==> config.mk <==
export PLATFORM = sky130hd
export DESIGN_NAME = tick_timer_top
export DESIGN_NICKNAME = d
export VERILOG_FILES = /design/src/rtl/tmr_pkg.sv /design/src/rtl/tmr_pair_reg.sv /design/src/rtl/tmr_prescaler.sv /design/src/rtl/tmr_accum.sv /design/src/rtl/tmr_readout.sv /design/src/rtl/tick_timer_top.sv
export SDC_FILE = /design/constraint.sdc
export NUM_CORES = 1
export LEC_CHECK = 0
export ABC_AREA = 1
export CAP_MARGIN = 10
export CORE_ASPECT_RATIO = 0.75
export CORE_MARGIN = 5
export CORE_UTILIZATION = 55
export DETAILED_ROUTE_END_ITERATION = 7
export DONT_BUFFER_PORTS = 1
export PLACE_DENSITY_LB_ADDON = 0.25
export SLEW_MARGIN = 20
export SYNTH_ARGS = -nofsm -noshare
export SYNTH_HDL_FRONTEND = slang
export SYNTH_SLANG_ARGS = --single-unit
export TNS_END_PERCENT = 30
==> constraint.sdc <==
create_clock -name clk -period 2.6 [get_ports clk]
set_input_delay 0.39 -clock clk [delete_from_list [all_inputs] [get_ports clk]]
set_output_delay 0.39 -clock clk [all_outputs]
set_load 0.005 [all_outputs]
==> src/rtl/tmr_pkg.sv <==
package tmr_pkg;
  localparam int OFF_W = 3;

  typedef enum logic [OFF_W-1:0] {
    REG_MODE  = 3'd0,
    REG_PRE_L = 3'd1,
    REG_PRE_H = 3'd2,
    REG_RLD_L = 3'd3,
    REG_RLD_H = 3'd4,
    REG_CUR_L = 3'd5,
    REG_CUR_H = 3'd6
  } reg_off_e;

  localparam int B_RUN     = 0;
  localparam int B_REPEAT  = 1;
  localparam int B_DOWN    = 2;
  localparam int B_RESTART = 3;
endpackage

==> src/rtl/tmr_pair_reg.sv <==
// Split-byte register: low byte waits in a holding latch, high write commits.
module tmr_pair_reg #(
  parameter int BYTE_W = 8,
  parameter bit KEEP   = 1'b1,
  localparam int WORD_W = 2 * BYTE_W
) (
  input  logic              clk,
  input  logic              rst,
  input  logic              lo_we,
  input  logic              hi_we,
  input  logic [BYTE_W-1:0] wdata,
  output logic              commit,
  output logic [WORD_W-1:0] commit_val,
  output logic [WORD_W-1:0] held
);
  logic [BYTE_W-1:0] lo_q;

  always_ff @(posedge clk) begin
    if (rst)        lo_q <= '0;
    else if (lo_we) lo_q <= wdata;
  end

  assign commit     = hi_we;
  assign commit_val = {wdata, lo_q};

  generate
    if (KEEP) begin : g_keep
      logic [WORD_W-1:0] val_q;
      always_ff @(posedge clk) begin
        if (rst)        val_q <= '0;
        else if (hi_we) val_q <= commit_val;
      end
      assign held = val_q;


      commit_chk: assert property (@(posedge clk) disable iff (rst)
        hi_we |=> val_q[BYTE_W-1:0] == $past(lo_q));
    end else begin : g_pass
      assign held = '0;
    end
  endgenerate
endmodule

==> src/rtl/tmr_prescaler.sv <==
// Tick generator: one tick every (div + 1) cycles while running.
module tmr_prescaler #(
  parameter int W = 16
) (
  input  logic         clk,
  input  logic         rst,
  input  logic         run,
  input  logic         div_commit,
  input  logic [W-1:0] div,
  output logic         tick
);
  localparam logic [W-1:0] ONE = W'(1);

  logic [W-1:0] cnt_q;

  assign tick = run && (cnt_q == div);

  always_ff @(posedge clk) begin
    if (rst)                              cnt_q <= '0;
    else if (div_commit || !run || tick)  cnt_q <= '0;
    else                                  cnt_q <= cnt_q + ONE;
  end


  tick_restart_chk: assert property (@(posedge clk) disable iff (rst)
    tick |=> cnt_q == '0);

  div_restart_chk: assert property (@(posedge clk) disable iff (rst)
    div_commit |=> cnt_q == '0);

  idle_hold_chk: assert property (@(posedge clk) disable iff (rst)
    !run |=> cnt_q == '0);
endmodule

==> src/rtl/tmr_accum.sv <==
// Count register, mode bits and zero-crossing handling.
module tmr_accum #(
  parameter int W = 16
) (
  input  logic         clk,
  input  logic         rst,
  input  logic         mode_we,
  input  logic [3:0]   mode_wd,
  input  logic         cnt_commit,
  input  logic [W-1:0] cnt_val,
  input  logic [W-1:0] reload,
  input  logic         tick,
  output logic [W-1:0] acc,
  output logic         run,
  output logic         repeat_on,
  output logic         down,
  output logic         zero_evt
);
  import tmr_pkg::*;

  localparam logic [W-1:0] ONE = W'(1);

  logic [W-1:0] acc_q;
  logic         run_q, repeat_q, down_q, zero_q;
  logic [W-1:0] step_v;
  logic         restart, bus_load, zero_hit;

  assign step_v   = down_q ? (acc_q - ONE) : (acc_q + ONE);
  assign restart  = mode_we && mode_wd[B_RESTART];
  assign bus_load = cnt_commit || restart;
  assign zero_hit = tick && !bus_load && (step_v == '0);

  always_ff @(posedge clk) begin
    if (rst) begin
      acc_q    <= '0;
      run_q    <= 1'b0;
      repeat_q <= 1'b0;
      down_q   <= 1'b0;
      zero_q   <= 1'b0;
    end else begin
      zero_q <= zero_hit;

      if (cnt_commit)    acc_q <= cnt_val;
      else if (restart)  acc_q <= reload;
      else if (tick) begin
        if (step_v == '0) acc_q <= repeat_q ? reload : '0;
        else              acc_q <= step_v;
      end

      if (mode_we) begin
        run_q    <= mode_wd[B_RUN];
        repeat_q <= mode_wd[B_REPEAT];
        down_q   <= mode_wd[B_DOWN];
      end else if (zero_hit && !repeat_q) begin
        run_q <= 1'b0;
      end
    end
  end

  assign acc       = acc_q;
  assign run       = run_q;
  assign repeat_on = repeat_q;
  assign down      = down_q;
  assign zero_evt  = zero_q;


  oneshot_stop_chk: assert property (@(posedge clk) disable iff (rst)
    (zero_hit && !repeat_q && !mode_we) |=> (!run_q && acc_q == '0));

  reload_chk: assert property (@(posedge clk) disable iff (rst)
    (zero_hit && repeat_q) |=> (acc_q == $past(reload) && zero_q));

  bus_wins_chk: assert property (@(posedge clk) disable iff (rst)
    cnt_commit |=> (acc_q == $past(cnt_val) && !zero_q));

  up_step_chk: assert property (@(posedge clk) disable iff (rst)
    (tick && !bus_load && !zero_hit && !down_q) |=> acc_q == $past(acc_q) + ONE);

  down_step_chk: assert property (@(posedge clk) disable iff (rst)
    (tick && !bus_load && !zero_hit && down_q) |=> acc_q == $past(acc_q) - ONE);
endmodule

==> src/rtl/tmr_readout.sv <==
// Registered read path with count snapshot.
module tmr_readout #(
  parameter int BYTE_W = 8,
  localparam int WORD_W = 2 * BYTE_W
) (
  input  logic                      clk,
  input  logic                      rst,
  input  logic                      rd,
  input  logic [tmr_pkg::OFF_W-1:0] off,
  input  logic                      run,
  input  logic                      repeat_on,
  input  logic                      down,
  input  logic [WORD_W-1:0]         acc,
  output logic [BYTE_W-1:0]         rdata
);
  import tmr_pkg::*;

  logic [WORD_W-1:0] snap_q;
  logic [BYTE_W-1:0] rdata_q;
  logic [BYTE_W-1:0] mode_rd;

  always_comb begin
    mode_rd           = '0;
    mode_rd[B_RUN]    = run;
    mode_rd[B_REPEAT] = repeat_on;
    mode_rd[B_DOWN]   = down;
  end

  always_ff @(posedge clk) begin
    if (rst) begin
      snap_q  <= '0;
      rdata_q <= '0;
    end else begin
      rdata_q <= '0;
      if (rd) begin
        case (off)
          REG_MODE:  rdata_q <= mode_rd;
          REG_CUR_L: begin
            rdata_q <= acc[BYTE_W-1:0];
            snap_q  <= acc;
          end
          REG_CUR_H: rdata_q <= snap_q[WORD_W-1:BYTE_W];
          default:   rdata_q <= '0;
        endcase
      end
    end
  end

  assign rdata = rdata_q;


  mode_read_chk: assert property (@(posedge clk) disable iff (rst)
    (rd && off == REG_MODE) |=> rdata_q[BYTE_W-1:B_RESTART] == '0);

  idle_zero_chk: assert property (@(posedge clk) disable iff (rst)
    !rd |=> rdata_q == '0);

  snap_chk: assert property (@(posedge clk) disable iff (rst)
    (rd && off == REG_CUR_L) |=> snap_q == $past(acc));
endmodule

==> src/rtl/tick_timer_top.sv <==
module tick_timer_top #(
  parameter int BYTE_W = 8,
  localparam int WORD_W = 2 * BYTE_W
) (
  input  logic                      clk,
  input  logic                      rst,
  input  logic [tmr_pkg::OFF_W-1:0] bus_off,
  input  logic                      bus_wr,
  input  logic                      bus_rd,
  input  logic [BYTE_W-1:0]         bus_wdata,
  output logic [BYTE_W-1:0]         rd_data,
  output logic                      zero_evt
);
  import tmr_pkg::*;

  localparam int NPAIR = 3;
  localparam logic [OFF_W-1:0] LO_OFF [NPAIR] = '{REG_PRE_L, REG_RLD_L, REG_CUR_L};

  logic [NPAIR-1:0]  p_commit;
  logic [WORD_W-1:0] p_val  [NPAIR];
  logic [WORD_W-1:0] p_held [NPAIR];

  generate
    for (genvar i = 0; i < NPAIR; i++) begin : g_pair
      tmr_pair_reg #(.BYTE_W(BYTE_W), .KEEP(i != 2)) u_pair (
        .clk        (clk),
        .rst        (rst),
        .lo_we      (bus_wr && bus_off == LO_OFF[i]),
        .hi_we      (bus_wr && bus_off == LO_OFF[i] + 3'd1),
        .wdata      (bus_wdata),
        .commit     (p_commit[i]),
        .commit_val (p_val[i]),
        .held       (p_held[i])
      );
    end
  endgenerate

  logic              tick, run, repeat_on, down;
  logic [WORD_W-1:0] acc;
  logic              mode_we;

  assign mode_we = bus_wr && bus_off == REG_MODE;

  tmr_prescaler #(.W(WORD_W)) u_pre (
    .clk        (clk),
    .rst        (rst),
    .run        (run),
    .div_commit (p_commit[0]),
    .div        (p_held[0]),
    .tick       (tick)
  );

  tmr_accum #(.W(WORD_W)) u_acc (
    .clk        (clk),
    .rst        (rst),
    .mode_we    (mode_we),
    .mode_wd    (bus_wdata[3:0]),
    .cnt_commit (p_commit[2]),
    .cnt_val    (p_val[2]),
    .reload     (p_held[1]),
    .tick       (tick),
    .acc        (acc),
    .run        (run),
    .repeat_on  (repeat_on),
    .down       (down),
    .zero_evt   (zero_evt)
  );

  tmr_readout #(.BYTE_W(BYTE_W)) u_rd (
    .clk       (clk),
    .rst       (rst),
    .rd        (bus_rd),
    .off       (bus_off),
    .run       (run),
    .repeat_on (repeat_on),
    .down      (down),
    .acc       (acc),
    .rdata     (rd_data)
  );
endmodule

==> summary.txt <==
crit-path max cell delay - 0.38 ns
Leak Pwr - 3.02 nW
die area - 13,200 sq um
cell taking the most area after synthesis - dfxtp_1
final worst slack - 0.0257 ns
Final setup viols - 0
Max transition margin - 53.8%
Die X - 131 microns
remaining global-route overflow - 0
Detailed Place HPWL - 12,200 microns
PD cells - 510 nW/um^2
largest net degree at the start of global routing - 57
vias - 5,963
setup TNS - 0 ns
Synth Flop Type - dfxtp_1
Cells after Synth - 903
unrepaired setup endpoints after global routing - true
Worst path most repeated cell - nand2_1
DR iter-0 viols - 630
IO Pins - 24
Least-Margin Pin Slew - 0.690 ns
Critical Path End Type - register
TritonCTS Sinks - 108
Max VDD drop - 0.000550 V
share of cells above drive strength 1 - 16.3%
warnings from Yosys - 0
first-pass GRT wire length - 26,300 microns
FF+latch area - 2170 sq um
die height - 101 microns
worst clock skew - 0.00981 ns
Reg clk slew, reported paths - 0.08 ns
clk buf depth - 2
Post-Syn Nets - 935
DR WL/cell - 16.1 microns
synth cell count leaders - nand2_1, inv_1, dfxtp_1
Pre-antenna DRT Iters - 5
initial antenna violation count - 1
post-synth top area share - 35.9%
post-synthesis cell type count - 42
Critical-path top delay cell - fa_2
worst path bufs/invs - 2
most common cell in the netlist - nand2_1
CTS Root Cell - clkbuf_16
Core Area - 10,800 sq um
hold crit path type - input port to register
area of the multi-input gates - 3480 sq um
placed cells - 1,039
synthesized cell area - 6020 sq um
Max Cap Viol - 0
IO Port Bufs - 0
dpl ws - 0.0529 ns
Row Count - 33
Net count, final - 954
via density per instance - 5.59
crit share post-route - 99.0%
all-layer global routing usage - 25.4%
worst setup path class - register to register
Fin Hold WS - 0.0900 ns
GPL Wtd Cong - 0.958
Diodes inserted - 0
asr flop ratio synth - 0%
average size of a mapped cell - 6.67 sq um
CP required - 2.89 ns
Finished Layout Cells - 1,067
Max Freq - 0.388 GHz
vias in the first global route - 5,063
outcome - finished clean
CTS tree - yes
final WL - 17,200 microns
Seq cells post-synth - 108
fin. max-slew vios - 0
H-tree Lvls - 3
Seq/Total Area, Yosys - 35.9%
fillers - 959
final hold vios - 0
ANT nets after route - 0
total chip power - 0.00356 W
Post-synth EDFFs - 0
CP Data Arrival Time - 2.86 ns
Area Growth Syn to Fin - 15.9%
Startpoint Class - register
# DRC - 0
Area contributors post-synth - dfxtp_1, nand2_1, a21oi_1, inv_1, o21ai_0
Final min period - 2.57 ns
family with the most delay on the worst path - simple AND/OR/NAND/NOR gates
Starting Density - 55.6%
clk_lat worst skew - 0.36 ns
highest net fanout along the worst path - 6
Num CTS Buffers - 9
crit path cell chain - buf_6, fa_2, nand2_2, nand2_2, nand3_2, nand2_1, nand2_1, nand2_2, nor2_4, nand3_2, nor2_4, buf_12, nand4_1, nand2_1, nand2_1, nand2_1, nand2_1, a21oi_1
[sequential cells by signal, summed over array words and instances (netlist names)]
| signal | cells |
|---|---|
| u_acc.run | 1 |
| u_acc.zero_evt | 1 |
| u_acc.down | 1 |
| u_pre.cnt_q | 16 |
| u_rd.rdata | 8 |
| u_acc.acc | 16 |
| g_pair.u_pair.held | 32 |
| u_rd.snap_q | 8 |
| g_pair.u_pair.lo_q | 24 |
| u_acc.repeat_on | 1 |
[cells in the final DEF (no fill, tap or decap), drive strengths merged]
cell	count
inv	129
clkinv	3
nand3b	2
nand3	49
nor3	12
and2	1
nand2	234
o211ai	2
a221oi	1
nand4	19
o21ai	79
a211oi	2
o2111ai	2
nor4	8
nor3b	7
ha	16
a21oi	102
xnor2	5
or2	13
xor2	4
buf	40
o22ai	2
clkinvlp	1
dfxtp	108
a31oi	1
o221ai	2
clkbuf	11
nor2	71
fa	1
[report_power, final]
group          internal [W]  leakage, nW  switching, W  total, W
combinational      0.000179         2.01      0.000294  0.000473
clock              0.000686        0.139      0.000656   0.00134
sequential          0.00170        0.876     0.0000432   0.00174
[per-stage QoR]
stage | utilization (%) | instance area [sq um]
floorplan | - | 6020
global placement | 58.1 | 6280
detailed placement | 58.1 | 6280
CTS | 60.7 | 6570
global route | 64.5 | 6970
finish | 64.5 | 6970
[routing by layer]
metal  share of wire, %  up-vias  global-route usage (%)
met2                 41      240                    33.0
li1                   -     2967                       -
met5               0.10        -                       0
met1                 48     2730                    41.0
met3                9.1       24                    5.83
met4                1.7        2                    6.56
[what timing repair did]
| action | CTS | global route |
|---|---|---|
| buffers inserted | 0 | 10 |
| hold buffers | 0 | 0 |
| endpoints found under the setup margin | 0 | 18 |
| gates resized for setup | 0 | 62 |
| hold endpoints to repair | 0 | 0 |
[cell families after synthesis]
logic type               count (synthesis)  share of synthesized area (%)
XOR/XNOR                                 9                           1.31
AND/OR/NAND/NOR                        416                           31.5
buffers and inverters                  160                           10.6
flip-flops                             108                           35.9
AO/OA/AOI/OAI                          193                           17.0
adder cells (fa/ha/maj)                 17                           3.66
[layout make-up]
type	count	area share, %
clock buffers	10	3.43
flip-flops and latches	108	31.1
repair buffers	41	5.53
well taps	140	2.51
inverters	127	6.84
clock inverters	6	0.682
multi-input cells	635	50.0
[path summary, 6_finish.rpt]
check | startpoint | to | slack [ns] | cells after the start
setup / recovery | u_acc.down$_SDFFE_PP0P_ | u_acc.acc[10]$_SDFFE_PP0P_ | 0.03 | 18
hold / removal | rst | u_acc.acc[13]$_SDFFE_PP0P_ | 0.09 | 1
setup reg to reg | u_acc.down$_SDFFE_PP0P_ | u_acc.acc[10]$_SDFFE_PP0P_ | 0.03 | 18
hold reg to reg | g_pair[1].u_pair.lo_q[5]$_SDFFE_PP0P_ | g_pair[1].u_pair.held[5]$_SDFFE_PP0P_ | 0.45 | 2
No activity file was read; power rests on OpenSTA's default activity.
